File: src/rtl/cfg_uart_pkg.sv
package cfg_uart_pkg;
  localparam logic [3:0] W_CFG  = 4'd0;
  localparam logic [3:0] W_SAMP = 4'd2;
  localparam logic [3:0] W_TXD  = 4'd4;
  localparam logic [3:0] W_RXD  = 4'd5;
  localparam logic [3:0] W_STAT = 4'd6;
  localparam logic [3:0] W_IEN  = 4'd7;
  localparam logic [3:0] W_ICLR = 4'd9;
  localparam logic [3:0] W_ISTA = 4'd11;

  localparam int EV_TXOVR = 0;
  localparam int EV_SERR  = 1;
  localparam int EV_PERR  = 2;
  localparam int EV_RXOVR = 3;
  localparam int EV_RXUND = 4;
  localparam int N_EV     = 5;
  localparam int N_INT    = 7;
endpackage

File: src/rtl/cfg_uart_fifo.sv
module cfg_uart_fifo #(
  parameter int WIDTH = 8,
  parameter int DEPTH = 16
) (
  input  logic             clk,
  input  logic             rst_n,
  input  logic             in_valid,
  output logic             in_ready,
  input  logic [WIDTH-1:0] in_data,
  output logic             out_valid,
  input  logic             out_ready,
  output logic [WIDTH-1:0] out_data,
  output logic             full,
  output logic             empty
);
  localparam int AW = $clog2(DEPTH);

  logic [WIDTH-1:0] mem [DEPTH];
  logic [AW:0]      wp, rp;
  logic             push, pop;

  assign empty     = (wp == rp);
  assign full      = (wp[AW] != rp[AW]) && (wp[AW-1:0] == rp[AW-1:0]);
  assign in_ready  = !full;
  assign out_valid = !empty;
  assign out_data  = mem[rp[AW-1:0]];
  assign push      = in_valid && in_ready;
  assign pop       = out_valid && out_ready;

  always_ff @(posedge clk or negedge rst_n) begin
    if (!rst_n) begin
      wp <= '0;
      rp <= '0;
    end else begin
      if (push) wp <= wp + 1'b1;
      if (pop)  rp <= rp + 1'b1;
    end
  end

  always_ff @(posedge clk) begin
    if (push) mem[wp[AW-1:0]] <= in_data;
  end

  AST_PUSH_FILLS: assert property (@(posedge clk) disable iff (!rst_n)
    (push && !pop) |=> !empty);
  AST_NO_OVERFLOW: assert property (@(posedge clk) disable iff (!rst_n)
    (in_valid && full && !pop) |=> full);
  AST_FLAGS_EXCLUSIVE: assert property (@(posedge clk) disable iff (!rst_n)
    !(full && empty));
endmodule

File: src/rtl/cfg_uart_tx.sv
module cfg_uart_tx #(
  parameter int DIV_W  = 24,
  parameter int DATA_W = 8
) (
  input  logic              clk,
  input  logic              rst_n,
  input  logic              run,
  input  logic [DIV_W-1:0]  div,
  input  logic [1:0]        len,
  input  logic              par_en,
  input  logic              par_even,
  input  logic              two_stop,
  input  logic              in_valid,
  output logic              in_ready,
  input  logic [DATA_W-1:0] in_data,
  output logic              txd
);
  typedef enum logic [2:0] {T_IDLE, T_START, T_DATA, T_PAR, T_STOP} tx_st_t;

  tx_st_t            st;
  logic [DIV_W-1:0]  cnt, div_m1;
  logic [2:0]        idx, last;
  logic [DATA_W-1:0] sh, mask, masked;
  logic              par, stop2, at_end;

  assign div_m1   = (div == '0) ? '0 : div - 1'b1;
  assign at_end   = (cnt >= div_m1);
  assign last     = 3'd4 + {1'b0, len};
  assign mask     = {DATA_W{1'b1}} >> (2'd3 - len);
  assign masked   = in_data & mask;
  assign in_ready = (st == T_IDLE) && run;

  always_ff @(posedge clk or negedge rst_n) begin
    if (!rst_n) begin
      st <= T_IDLE; txd <= 1'b1; cnt <= '0; idx <= '0;
      sh <= '0; par <= 1'b0; stop2 <= 1'b0;
    end else if (st == T_IDLE) begin
      txd <= 1'b1;
      cnt <= '0;
      if (in_valid && in_ready) begin
        sh  <= masked;
        par <= par_even ? ^masked : ~^masked;
        txd <= 1'b0;
        st  <= T_START;
      end
    end else if (!at_end) begin
      cnt <= cnt + 1'b1;
    end else begin
      cnt <= '0;
      case (st)
        T_START: begin
          txd <= sh[0];
          idx <= '0;
          st  <= T_DATA;
        end
        T_DATA: begin
          if (idx == last) begin
            stop2 <= 1'b0;
            if (par_en) begin txd <= par;  st <= T_PAR;  end
            else        begin txd <= 1'b1; st <= T_STOP; end
          end else begin
            sh  <= sh >> 1;
            txd <= sh[1];
            idx <= idx + 3'd1;
          end
        end
        T_PAR: begin
          txd <= 1'b1;
          st  <= T_STOP;
        end
        T_STOP: begin
          if (two_stop && !stop2) stop2 <= 1'b1;
          else                    st    <= T_IDLE;
        end
        default: st <= T_IDLE;
      endcase
    end
  end

  AST_START_LOW: assert property (@(posedge clk) disable iff (!rst_n)
    (st == T_START) |-> !txd);
  AST_STOP_HIGH: assert property (@(posedge clk) disable iff (!rst_n)
    (st == T_STOP) |-> txd);
endmodule

File: src/rtl/cfg_uart_rx.sv
module cfg_uart_rx #(
  parameter int DIV_W  = 24,
  parameter int DATA_W = 8
) (
  input  logic              clk,
  input  logic              rst_n,
  input  logic              run,
  input  logic              line,
  input  logic [DIV_W-1:0]  div,
  input  logic [DIV_W-1:0]  samp,
  input  logic [1:0]        len,
  input  logic              par_en,
  input  logic              par_even,
  output logic              out_valid,
  output logic [DATA_W-1:0] out_data,
  output logic              out_perr,
  output logic              out_serr
);
  typedef enum logic [2:0] {R_IDLE, R_START, R_DATA, R_PAR, R_STOP} rx_st_t;

  rx_st_t            st;
  logic [DIV_W-1:0]  cnt, div_m1;
  logic [2:0]        idx, last;
  logic [DATA_W-1:0] dat;
  logic              line_q, acc, perr, at_samp, at_end;

  assign div_m1  = (div == '0) ? '0 : div - 1'b1;
  assign at_samp = (cnt == samp);
  assign at_end  = (cnt >= div_m1);
  assign last    = 3'd4 + {1'b0, len};

  always_ff @(posedge clk or negedge rst_n) begin
    if (!rst_n) begin
      st <= R_IDLE; cnt <= '0; idx <= '0; dat <= '0; line_q <= 1'b1;
      acc <= 1'b0; perr <= 1'b0;
      out_valid <= 1'b0; out_data <= '0; out_perr <= 1'b0; out_serr <= 1'b0;
    end else begin
      line_q    <= line;
      out_valid <= 1'b0;
      if (!run) begin
        st  <= R_IDLE;
        cnt <= '0;
      end else if (st == R_IDLE) begin
        cnt <= '0;
        if (line_q && !line) begin
          st <= R_START; dat <= '0; acc <= 1'b0; perr <= 1'b0; idx <= '0;
        end
      end else begin
        cnt <= at_end ? '0 : cnt + 1'b1;
        case (st)
          R_START: begin
            if (at_samp && line) st <= R_IDLE;
            else if (at_end)     st <= R_DATA;
          end
          R_DATA: begin
            if (at_samp) begin
              dat[idx] <= line;
              acc      <= acc ^ line;
            end
            if (at_end) begin
              if (idx == last) st <= par_en ? R_PAR : R_STOP;
              else             idx <= idx + 3'd1;
            end
          end
          R_PAR: begin
            if (at_samp) perr <= (line != (par_even ? acc : !acc));
            if (at_end)  st <= R_STOP;
          end
          R_STOP: begin
            if (at_samp) begin
              out_valid <= 1'b1;
              out_data  <= dat;
              out_perr  <= perr;
              out_serr  <= !line;
              st        <= R_IDLE;
            end
          end
          default: st <= R_IDLE;
        endcase
      end
    end
  end

  AST_GLITCH_REJECT: assert property (@(posedge clk) disable iff (!rst_n)
    (run && st == R_START && at_samp && line) |=> (st == R_IDLE));
  AST_DELIVER_FROM_STOP: assert property (@(posedge clk) disable iff (!rst_n)
    out_valid |-> ($past(st) == R_STOP));
endmodule

File: src/rtl/cfg_uart.sv
module cfg_uart
  import cfg_uart_pkg::*;
#(
  parameter int DIV_W  = 24,
  parameter int DEPTH  = 16,
  parameter int DATA_W = 8
) (
  input  logic        clk,
  input  logic        rst_n,
  input  logic        bus_sel,
  input  logic        bus_we,
  input  logic [3:0]  bus_addr,
  input  logic [31:0] bus_wdata,
  output logic [31:0] bus_rdata,
  input  logic        rxd,
  output logic        txd,
  output logic        irq
);
  logic [31:0]       cfg_q;
  logic [DIV_W-1:0]  samp_q;
  logic [N_INT-1:0]  ien_q, ista;
  logic [N_EV-1:0]   lat_q, ev, clr_mask;
  logic              rs1, rs2;
  logic              wr, rd, tx_wr, rx_rd, clr_wr;
  logic              txf_in_ready, txf_ov, txf_full, txf_empty, tx_ready;
  logic [DATA_W-1:0] txf_data;
  logic              rxu_v, rxu_perr, rxu_serr;
  logic [DATA_W-1:0] rxu_data, rxf_data;
  logic              rxf_in_ready, rxf_ov, rxf_full, rxf_empty;

  assign wr     = bus_sel && bus_we;
  assign rd     = bus_sel && !bus_we;
  assign tx_wr  = wr && (bus_addr == W_TXD);
  assign rx_rd  = rd && (bus_addr == W_RXD);
  assign clr_wr = wr && (bus_addr == W_ICLR);

  always_ff @(posedge clk or negedge rst_n) begin
    if (!rst_n) begin
      cfg_q  <= '0;
      samp_q <= DIV_W'(7);
      ien_q  <= '0;
    end else if (wr) begin
      if (bus_addr == W_CFG)  cfg_q  <= bus_wdata;
      if (bus_addr == W_SAMP) samp_q <= bus_wdata[DIV_W-1:0];
      if (bus_addr == W_IEN)  ien_q  <= bus_wdata[N_INT-1:0];
    end
  end

  always_ff @(posedge clk or negedge rst_n) begin
    if (!rst_n) begin
      rs1 <= 1'b1;
      rs2 <= 1'b1;
    end else begin
      rs1 <= rxd;
      rs2 <= rs1;
    end
  end

  cfg_uart_fifo #(.WIDTH(DATA_W), .DEPTH(DEPTH)) u_txq (
    .clk(clk), .rst_n(rst_n),
    .in_valid(tx_wr), .in_ready(txf_in_ready), .in_data(bus_wdata[DATA_W-1:0]),
    .out_valid(txf_ov), .out_ready(tx_ready), .out_data(txf_data),
    .full(txf_full), .empty(txf_empty));

  cfg_uart_tx #(.DIV_W(DIV_W), .DATA_W(DATA_W)) u_tx (
    .clk(clk), .rst_n(rst_n), .run(cfg_q[7] && cfg_q[5]),
    .div(cfg_q[8 +: DIV_W]), .len(cfg_q[1:0]), .par_en(cfg_q[4]),
    .par_even(cfg_q[3]), .two_stop(cfg_q[2]),
    .in_valid(txf_ov), .in_ready(tx_ready), .in_data(txf_data), .txd(txd));

  cfg_uart_rx #(.DIV_W(DIV_W), .DATA_W(DATA_W)) u_rx (
    .clk(clk), .rst_n(rst_n), .run(cfg_q[7] && cfg_q[6]), .line(rs2),
    .div(cfg_q[8 +: DIV_W]), .samp(samp_q), .len(cfg_q[1:0]),
    .par_en(cfg_q[4]), .par_even(cfg_q[3]),
    .out_valid(rxu_v), .out_data(rxu_data), .out_perr(rxu_perr), .out_serr(rxu_serr));

  cfg_uart_fifo #(.WIDTH(DATA_W), .DEPTH(DEPTH)) u_rxq (
    .clk(clk), .rst_n(rst_n),
    .in_valid(rxu_v), .in_ready(rxf_in_ready), .in_data(rxu_data),
    .out_valid(rxf_ov), .out_ready(rx_rd), .out_data(rxf_data),
    .full(rxf_full), .empty(rxf_empty));

  always_comb begin
    ev           = '0;
    ev[EV_TXOVR] = tx_wr && !txf_in_ready;
    ev[EV_SERR]  = rxu_v && rxu_serr;
    ev[EV_PERR]  = rxu_v && rxu_perr;
    ev[EV_RXOVR] = rxu_v && !rxf_in_ready;
    ev[EV_RXUND] = rx_rd && !rxf_ov;
  end

  assign clr_mask = clr_wr ? bus_wdata[N_EV-1:0] : '0;

  always_ff @(posedge clk or negedge rst_n) begin
    if (!rst_n) lat_q <= '0;
    else        lat_q <= (lat_q & ~clr_mask) | ev;
  end

  assign ista = {!rxf_empty, txf_empty, lat_q};
  assign irq  = |(ista & ien_q);

  always_comb begin
    case (bus_addr)
      W_CFG:  bus_rdata = cfg_q;
      W_SAMP: bus_rdata = 32'(samp_q);
      W_RXD:  bus_rdata = rxf_ov ? 32'(rxf_data) : 32'd0;
      W_STAT: bus_rdata = {28'd0, txf_empty, txf_full, rxf_empty, rxf_full};
      W_IEN:  bus_rdata = 32'(ien_q);
      W_ICLR: bus_rdata = 32'(lat_q);
      W_ISTA: bus_rdata = 32'(ista);
      default: bus_rdata = 32'd0;
    endcase
  end

  AST_CLEAR_TAKES: assert property (@(posedge clk) disable iff (!rst_n)
    (clr_wr && bus_wdata[EV_TXOVR] && !ev[EV_TXOVR]) |=> !lat_q[EV_TXOVR]);
  AST_IRQ_MASKED: assert property (@(posedge clk) disable iff (!rst_n)
    (ien_q == '0) |-> !irq);
  AST_UNDERRUN_FLAG: assert property (@(posedge clk) disable iff (!rst_n)
    (rx_rd && rxf_empty) |=> lat_q[EV_RXUND]);
endmodule

File: config.mk
export PLATFORM = sky130hd
export DESIGN_NAME = cfg_uart
export DESIGN_NICKNAME = d
export VERILOG_FILES = /design/src/rtl/cfg_uart_pkg.sv /design/src/rtl/cfg_uart_fifo.sv /design/src/rtl/cfg_uart_tx.sv /design/src/rtl/cfg_uart_rx.sv /design/src/rtl/cfg_uart.sv
export SDC_FILE = /design/constraint.sdc
export NUM_CORES = 1
export LEC_CHECK = 0
export BUFFER_PORTS_ARGS = -buffer_cell sky130_fd_sc_hd__buf_2
export CORE_MARGIN = 2
export CORE_UTILIZATION = 50
export DETAILED_ROUTE_END_ITERATION = 12
export PLACE_DENSITY = 0.69
export SKIP_CTS_REPAIR_TIMING = 1
export SLEW_MARGIN = 20
export SYNTH_ARGS = -nofsm -noshare
export SYNTH_HDL_FRONTEND = slang
export SYNTH_SLANG_ARGS = --single-unit
File: constraint.sdc
create_clock -name clk -period 4 [get_ports clk]
set_input_delay 0.4 -clock clk [delete_from_list [all_inputs] [get_ports clk]]
set_output_delay 0.4 -clock clk [all_outputs]
set_load 0.1 [all_outputs]
# Word-level counts from Yosys, hierarchy flattened
# Memories as Yosys holds them, arrays and structs flattened.
# Cells that the tools add are included.
[classes] eq_ne=40 shifts=1 muxes=71 bitwise=8 n_reduce_logical=61 addsub=11 order_cmp=4
[ops] op="one-hot mux 32 bit (7 select lines)" n=1
[ops] op="2-to-1 mux 24 bit" n=6
[ops] op="2-to-1 mux 8 bit" n=10
[ops] op="2-to-1 mux 3 bit" n=21
[ops] op="adder 24 x 1 -> 24 bit, second input constant" n=2
[ops] op="greater-or-equal comparator 24 bit" n=2
[ops] op="2-to-1 mux 1 bit" n=25
[ops] op="equality test 24 bit" n=1
[ops] op="logical NOT 24 bit" n=1
[ops] op="one-hot mux 3 bit (4 select lines)" n=2
[ops] op="AND reduction 4 bit" n=6
[ops] op="subtractor 24 x 1 -> 24 bit, second input constant" n=1
[ops] op="logical AND 1 bit" n=23
[ops] op="adder 5 x 1 -> 5 bit, second input constant" n=4
[ops] op="equality test 4 x 3 -> 1 bit, second input constant" n=4
[ops] op="!= test 4 bit, second input constant" n=4
[ops] op="nonzero test 2 bit" n=8
[ops] op="equality test 3 x 2 -> 1 bit, second input constant" n=4
[ops] op="equality test 5 bit" n=2
[ops] op="AND reduction 2 bit" n=5
[ops] op="AND reduction 5 bit" n=2
[ops] op="bitwise AND 8 bit" n=1
[ops] op="bitwise mux 8 bit" n=1
[ops] op="equality test 4 bit" n=2
[ops] op="37 further kinds" n=58
[word_totals] in_bits=41 memories=2 output_inout_bits=34 mem_bits_rw=256 reg_bits=183 wordCells=226
[mem_list] memory="u_rxq.mem" words=16 word_bits=8 rd=1 rd_ports_with_merged_regs=0 write_ports=1 line_no="cfg_uart_fifo.sv:18" rtl="logic [WIDTH-1:0] mem [DEPTH];"
[mem_list] memory="u_txq.mem" words=16 word_bits=8 rd=1 rd_ports_with_merged_regs=0 write_ports=1 line_no="cfg_uart_fifo.sv:18"

# Logic depth before layout (Yosys ltp)
# Gate-level depths: netlist of the first run.
[logic_depth] depth_word=8 mapped_depth=19 ltp_nobuf=17

# By module
# A second synthesis of the first run with hierarchy kept.
[unflattened] cells_unflattened=1635 hier_area_um2=21705.8
[by_module_without_submodules] module="cfg_uart_fifo at u_txq" area_per_inst_um2=5619.1 seq_area_each_um2=4093.9 instances=1 cells_per_inst=285
[by_module_without_submodules] module="cfg_uart_fifo at u_rxq" area_per_inst_um2=5612.9 seq_area_each_um2=4093.9 instances=1 cells_per_inst=279
[by_module_without_submodules] module="cfg_uart_rx" area_per_inst_um2=3865.0 seq_area_each_um2=1302.5 instances=1 cells_per_inst=448
[by_module_without_submodules] module="cfg_uart" area_per_inst_um2=3347.0 seq_area_each_um2=1757.9 instances=1 cells_per_inst=246
[by_module_without_submodules] module="cfg_uart_tx" area_per_inst_um2=3261.9 seq_area_each_um2=1027.2 instances=1 cells_per_inst=377

# Least setup slack after synthesis of the first run
# OpenSTA, ideal clock, no wires.
[synth_timing] path_type="register -> output" from="reg u_rxq.rp[1]" to="out bus_rdata[6]" path_buffers=2 stages_incl_launch_ff=7 t_arrival_ps=3598 required_time_ps=3600 slack_ps=2 path_cell_list="dfrtp_1 clkbuf_1 clkbuf_1 mux4_2 mux4_2 a22oi_1 o21ai_0"
[synth_between] elab_chain_cells=3 word_cells_on_any_way=5 classes_between="eq/ne: 1; mux: 2; reduce/logical: 1; memory: 1"
[synth_lines] item="from (decl)" line_no="cfg_uart_fifo.sv:19" rtl="logic [AW:0] wp, rp;"
[synth_lines] item="from (signal assigned)" line_no="cfg_uart_fifo.sv:36" rtl="if (pop) rp <= rp + 1'b1;"
[synth_lines] item="memory (16 x 8 bit) or equality test 5 bit (tied branches)"
[synth_lines] item="2-to-1 mux 8 bit or logical NOT 1 bit (tied branches)" line_no="cfg_uart.sv:106, cfg_uart.sv:99"
[synth_lines] item="one-hot mux 32 bit (7 select lines) *" line_no="cfg_uart.sv:103" rtl="case (bus_addr)"
[synth_lines] item="to (decl)" line_no="cfg_uart.sv:14" rtl="output logic [31:0] bus_rdata,"
# Every way passes the cells marked *; elsewhere a longest branch is shown, timed or not.

# Worst setup path in the final report of the first run
[layout_timing] from="reg cfg_q[27]" to="reg u_rx.cnt[14]"
[layout_between] elab_chain_cells=6 word_cells_on_any_way=7 classes_between="add/sub: 1; order compare: 1; mux: 4; reduce/logical: 1"
[layout_lines] item="from (decl)" line_no="cfg_uart.sv:19" rtl="logic [31:0] cfg_q;"
[layout_lines] item="from (signal assigned)" line_no="cfg_uart.sv:43" rtl="if (bus_addr == W_CFG) cfg_q <= bus_wdata;"
[layout_lines] item="subtractor 24 x 1 -> 24 bit or logical NOT 24 bit (tied branches)" line_no="cfg_uart_rx.sv:27" rtl="assign div_m1 = (div == '0) ? '0 : div - 1'b1;"
[layout_lines] item="2-to-1 mux 24 bit *" line_no="cfg_uart_rx.sv:27"
[layout_lines] item="greater-or-equal comparator 24 bit *" line_no="cfg_uart_rx.sv:29" rtl="assign at_end = (cnt >= div_m1);"
[layout_lines] item="2-to-1 mux 24 bit *" line_no="cfg_uart_rx.sv:49" rtl="cnt <= at_end ? '0 : cnt + 1'b1;"
[layout_lines] item="2-to-1 mux 24 bit *" line_no="cfg_uart_rx.sv:43" rtl="end else if (st == R_IDLE) begin"
[layout_lines] item="2-to-1 mux 24 bit *" line_no="cfg_uart_rx.sv:40" rtl="if (!run) begin"
[layout_lines] item="to (signal assigned)" line_no="cfg_uart_rx.sv:49"
[layout_lines] item="to (decl)" line_no="cfg_uart_rx.sv:22" rtl="logic [DIV_W-1:0] cnt, div_m1;"
# Marks and branches as above.
# A chain may end at the register's enable or synchronous reset.

==> results of run 1 <==
critical path, delay by kind of cell (launching register included):
family | cells | cell delay [ns]
AND/OR/NAND/NOR | 7 | 1.93
AO/OA/AOI/OAI | 6 | 0.95
buffers and inverters | 1 | 0.20
adder cells (fa/ha/maj) | 1 | 0.26
flip-flops | 1 | 0.37
where the power goes:
group / internal, mW / switching, mW / total (mW)
clock: 2.40 / 1.78 / 4.18
sequential: 5.02 / 0.297 / 5.32
combinational: 0.990 / 1.29 / 2.28
cells by family after synthesis:
group,Yosys count
and+or+nand+nor,423
buffers and inverters,88
xor gates and xnor gates,127
adders and majority gates,64
AOI/OAI and AO/OA,161
muxes,162
DFF,439
sequential cells by signal, indices dropped and copies added, names as in the netlist, 3 cells and up:
name / count
samp_q: 24
u_rx.out_data: 8
u_rx.cnt: 24
u_rx.st: 3
u_rxq.mem: 128
u_rx.idx: 3
u_tx.sh: 8
ien_q: 7
cfg_q: 32
u_txq.mem: 128
u_rxq.wp: 5
u_txq.rp: 5
u_rxq.rp: 5
lat_q: 5
u_rx.dat: 8
u_tx.idx: 3
u_tx.st: 3
u_tx.cnt: 24
u_txq.wp: 5
cell type report:
class / instances / area [um^2]
clock inverters: 30 / 260
well taps: 525 / 657
fillers: 3173 / 16800
diodes: 1 / 2.50
repair buffers: 132 / 842
inverters: 26 / 97.6
flip-flops and latches: 439 / 12300
clock buffers: 55 / 1230
multi-input cells: 937 / 7830
metal layers:
metal  routed length, um  up-vias
li1                    -     5732
met5                   0        -
met2               22000      335
met1               20100     6258
met3                2460      101
met4                1390        0
layout by cell type, fill, tap and decap left out, drive strengths merged, types with 52 or more instances in the layout:
| master | n |
|---|---|
| edfxtp | 256 |
| mux4 | 75 |
| clkbuf | 56 |
| dfrtp | 176 |
| mux2 | 80 |
| nand2 | 132 |
| ha | 64 |
| buf | 130 |
| xnor2 | 75 |
| xor2 | 52 |
| nor2 | 109 |
how the worst min path moves through the flow:
stage	startpoint	endpoint
2_1_floorplan	rst_n	cfg_q[0]$_DFFE_PN0P_
3_3_place_gp	rs1$_DFF_PN1_	rs2$_DFF_PN1_
3_5_place_dp	rs1$_DFF_PN1_	rs2$_DFF_PN1_
4_1_cts	rxd	rs1$_DFF_PN1_
5_1_grt	rst_n	u_rx.st[1]$_DFFE_PN0P_
6_report	rst_n	u_rx.st[1]$_DFFE_PN0P_
through the flow:
step / TNS, ns / setup WS, ns / instances / hold WS, ns
finish: 0 / 0.188 / 2145 / -0.0769
global route: -0.155 / -0.0358 / 2144 / 0.0262
floorplan: 0 / 0.00231 / 1464 / 0.104
global placement: 0 / 0.121 / 2058 / 0.346
detailed placement: -0.00592 / -0.00592 / 2058 / 0.349
CTS: -0.0322 / -0.0237 / 2143 / -0.111
==> run_results.csv, run 1 <==
group,metric,value,unit
sta,setup_viol,0,
clock_tree,cts_tree,"done",
yosys,synth_area_leader_cell,"edfxtp_1",
yosys,syn_nets,1569,
global_routing,grt_max_degree,111,
yosys,synthCells,1464,
critical_path,required,4.49,ns
critical_path,cpMostUsedCell,"a21o_1",
place,io_buffers,74,
yosys,synth_seq_cells,439,
die,rows,73,
yosys,synth_compound_area_frac,0.0544,
sta,slew_headroom,0.361,
detailed_routing,dr.pass1.iters,7,
clock_tree,cts-root-buf,"clkbuf_16",
global_routing,grt_pass1_vias,12400,
detailed_routing,drc,0,
clock_tree,clkTransAtPathRegs,0.06,ns
yosys,yosysWarnings,0,
critical_path,crit_path_start_kind,"register",
yosys,synth_top_area_share,0.377,
clock_tree,htree_levels,2,
critical_path,r2r-start,"cfg_q[27]$_DFFE_PN0P_",
run_status,outcome,"complete, but fails checks",
detailed_routing,wl,46000,um
detailed_routing,vias_per_cell,5.79,
power_and_ir_drop,power,11.8,mW
power_and_ir_drop,power.density,508,mW/mm^2
global_routing,antenna_found_initial,1,
layout,areaGrowthSynthToFinish,13.8,%
detailed_routing,drtAntennaViolNets,0,
run_status,violations,"hold timing",
layout,nNetsFinal,1687,
yosys,synth_area,0.0204,mm^2
sta,max_freq,262,MHz
yosys,synth_fa_ha_area_frac,0.0393,
yosys,yosysSeqAreaShare,0.602,
critical_path,crit_type,"reg2reg",
critical_path,cp_max_fo,14,
detailed_routing,wire_per_inst,21.4,um
critical_path,reg2reg_slack,0.19,ns
yosys,synth.area.top_cells,"edfxtp_1 38%, dfrtp_1 22%, mux4_2 7.2%",
sta,finalCritPeriodShare,0.953,
critical_path,slowest_delay,0.63,ns
sta,whs,-0.0769,ns
critical_path,crit_slowest_cell,"or4_1",
die,initial_core_util,0.509,
clock_tree,clk_latency,0.58,ns
critical_path,ff2ff_path_depth,15,
die,design.die.area,0.0424,mm^2
job,cap_violations,0,
global_routing,met2_usage,0.356,
place,gp_congestion,0.886,
critical_path,endpoint,"u_rx.cnt[14]$_DFF_PN0_",
clock_tree,cts_inserted_buffers,46,
die,core_region_area,0.0400,mm^2
die,chipWidth,206,um
sta,finalHoldViolations,46,
yosys,synth_edf_count,256,
detailed_routing,via_count,12400,
power_and_ir_drop,peakVddDrop,0.431,mV
clock_tree,clock-sinks,439,
global_routing,grt_usage,0.223,
yosys,synth-async-reset-ratio,0.417,
global_routing,use_met1,0.311,
critical_path,crit_arrival,4.31,ns
critical_path,path_cells,"or4_1 -> nor4_4 -> nand3_2 -> and2_1 -> ha_1 -> nand2b_1 -> a21o_1 -> a21o_1 -> a21oi_1 -> o21ai_1 -> a41oi_2 -> o31ai_2 -> or3_1 -> buf_4 -> nor2_1",
clock_tree,clk_path_buf_depth,3,
yosys,synth.most_common_cell,"edfxtp_1",
yosys,synth_mux_area_frac,0.132,
place,place_hpwl,31600,um
sta,min_period,3.81,ns
global_routing,busiest_layer,"met2",
yosys,yosys.area_share.simple,0.0982,
yosys,synth_top_family_by_area,"multiplexers",
critical_path,endpoint_kind,"register",
yosys,yosys.area_share.xor_xnor,0.0546,
layout,drive_gt1_frac,0.236,
yosys,ys_types,64,
sta,worst_pin_slew,0.958,ns
detailed_routing,dr.first_iter.drc_count,1106,
sta,slew_violations,0,
place,placed_cell_area,0.0216,mm^2
yosys,avgSynthCellArea,13.9,um^2
power_and_ir_drop,leakagePower,8.80,nW
global_routing,grt_pass1_wl,71300,um
global_routing,grt.met3_usage,0.0364,
layout,finish.utilization,0.580,
critical_path,startpoint,"cfg_q[27]$_DFFE_PN0P_",
global_routing,gr-total-overflow,0,
critical_path,reg2reg_to,"u_rx.cnt[14]$_DFF_PN0_",
sta,skew,0.0166,ns
yosys,yosys-top-cells-count,"256 x edfxtp_1, 176 x dfrtp_1, 132 x nand2_1, 109 x nor2_1, 80 x mux2_2",
die,die_height,206,um
yosys,yosys_most_used_dff,"edfxtp_1",
layout,design_area,0.0232,mm^2
hold_path,hp-class,"in2async",
die,ios,75,
Power figures use the tool's default switching activity.
==> run 2: changes to the inputs <==
--- a/config.mk
+++ b/config.mk
@@ -9,6 +9,7 @@
 export CORE_MARGIN = 2
 export CORE_UTILIZATION = 50
 export DETAILED_ROUTE_END_ITERATION = 12
+export GPL_TIMING_DRIVEN = 0
 export PLACE_DENSITY = 0.69
 export SKIP_CTS_REPAIR_TIMING = 1
 export SLEW_MARGIN = 20
==> run 2 against run 1 <==
  * The flow now finishes without violations
  * Register-to-register slack worse by 0.11 ns
  * Setup slack worse by 0.11 ns
  * Die area unchanged
  * Combinational power about the same
  * Clock skew up 0.00071 ns
  * Hold slack better by 0.13 ns
==> run_results.csv, run 2 (synthesis results as in run 1) <==
group,metric,value,unit
die,design.die.area,0.0424,mm^2
die,die_height,206,um
power_and_ir_drop,power.density,509,mW/mm^2
global_routing,grt_usage,0.231,
critical_path,required,4.45,ns
layout,layout_common_cells,"256 x edfxtp_1, 173 x dfrtp_1, 128 x nand2_1",
sta,max_freq,255,MHz
clock_tree,clkTransAtPathRegs,0.07,ns
critical_path,cp_max_fo,10,
die,ios,75,
clock_tree,clk_path_buf_depth,3,
clock_tree,htree_levels,2,
place,place_hpwl,33100,um
layout,areaGrowthSynthToFinish,14.3,%
detailed_routing,dr.pass1.iters,5,
detailed_routing,wl,47700,um
detailed_routing,wire_per_inst,22.1,um
run_status,outcome,"complete, no violations",
critical_path,crit_type,"reg2reg",
layout,finish.utilization,0.582,
clock_tree,clock-sinks,439,
critical_path,reg2reg_slack,0.08,ns
die,initial_core_util,0.509,
sta,min_period,3.92,ns
detailed_routing,vias_per_cell,5.81,
clock_tree,cts_tree,"done",
layout,nNetsFinal,1700,
power_and_ir_drop,peakVddDrop,0.356,mV
layout,drive_gt1_frac,0.230,
critical_path,crit_arrival,4.38,ns
sta,slew_headroom,0.383,
die,core_region_area,0.0400,mm^2
place,gp_congestion,0.908,
global_routing,grt_max_degree,94,
critical_path,crit_path_start_kind,"register",
detailed_routing,via_count,12600,
clock_tree,clk_latency,0.58,ns
sta,worst_pin_slew,0.921,ns
hold_path,hp-class,"in2reg",
critical_path,endpoint_kind,"register",
global_routing,grt.met3_usage,0.0298,
sta,rsz0062_at_grt,"yes",
die,rows,73,
sta,finalHoldViolations,0,
detailed_routing,dr.first_iter.drc_count,929,
place,io_buffers,72,
detailed_routing,drc,0,
power_and_ir_drop,leakagePower,8.78,nW
global_routing,use_met1,0.319,
global_routing,busiest_layer,"met2",
sta,setup_ws,0.0770,ns
sta,setup_viol,0,
clock_tree,cts-root-buf,"clkbuf_16",
global_routing,grt_pass1_wl,73500,um
global_routing,antenna_found_initial,3,
global_routing,gr-total-overflow,0,
die,chipWidth,206,um
layout,final_common_cell,"edfxtp_1",
job,cap_violations,0,
sta,slew_violations,0,
layout,multiInputGateArea,0.00793,mm^2
sta,skew,0.0173,ns
layout,final-seq-area,0.0123,mm^2
place,dp_slack,-0.829,ns
global_routing,grt_pass1_vias,12700,
detailed_routing,drtAntennaViolNets,0,
layout,fill_cells,3181,
clock_tree,cts_inserted_buffers,44,
sta,finalCritPeriodShare,0.981,
global_routing,met2_usage,0.384,
run 2: changes by cell type in the layout (fill, tap and decap cells not counted), moves of 5 or more:
cell / previous run / this run
buf_4: 55 / 14
clkbuf_1: 6 / 37
buf_2: 73 / 84
clkinv_2: 10 / 5
nor3_1: 22 / 17
nor3_2: 3 / 8
run 2: critical path, cell delays in order, from the launching register on:
cell and delay (ns):
dfrtp_2 0.44, or4_4 0.56, nor4_4 0.21, nand3_2 0.17
buf_4 0.21, nand2_2 0.10, ha_1 0.25, a21o_1 0.18
a21o_1 0.16, a21o_1 0.18, a21o_1 0.19, a211oi_2 0.24
o221ai_2 0.20, nand2_2 0.16, buf_4 0.14, o21ai_4 0.10
mux2_2 0.30
run 2: layout make-up:
type                       instances  share of cell area
multi-input combinational        937               0.340
clock buffer                      56              0.0527
sequential                       439               0.527
buffer                            60              0.0130
timing repair buffer              87              0.0219
inverter                          26             0.00419
antenna                            3            0.000322
tap                              525              0.0282
clock inverter                    26              0.0121
run 2: per-layer routing:
metal  wire length [um]  vias up
met5                  0        -
met3               2260       81
met2              23700      296
met4               1190        0
met1              20500     6439
li1                   -     5734
run 2: worst paths after layout:
check                                 startpoint                endpoint  depth (start not counted)
hold / removal                      bus_wdata[8]    cfg_q[8]$_DFFE_PN0P_                          3
setup / recovery           cfg_q[26]$_DFFE_PN0P_  u_tx.sh[2]$_DFFE_PN0P_                         16
min in group asynchronous                  rst_n  u_rx.cnt[20]$_DFF_PN0_                          2
setup reg to reg           cfg_q[26]$_DFFE_PN0P_  u_tx.sh[2]$_DFFE_PN0P_                         16
max in group asynchronous                  rst_n    u_tx.txd$_DFFE_PN1P_                          3
hold reg to reg                    rs1$_DFF_PN1_           rs2$_DFF_PN1_                          0
run 2: through the flow:
step,hold WS [ns],power (mW),area (um^2),TNS (ns),instances
after floorplan,0.104,6.98,20400,0,1464
after global placement,0.349,7.55,21400,-109.75,2061
after detailed placement,0.348,7.62,21500,-33.99,2062
after CTS,-0.135,11.9,23000,-36.75,2144
after global routing,0.0502,12.3,23300,-1.19,2157
final,0.0492,11.9,23300,0,2159
run 2: where the power goes:
part | internal [mW] | total (mW) | switching (mW)
clock network | 2.45 | 4.24 | 1.79
logic | 0.985 | 2.31 | 1.32
registers | 5.02 | 5.31 | 0.293
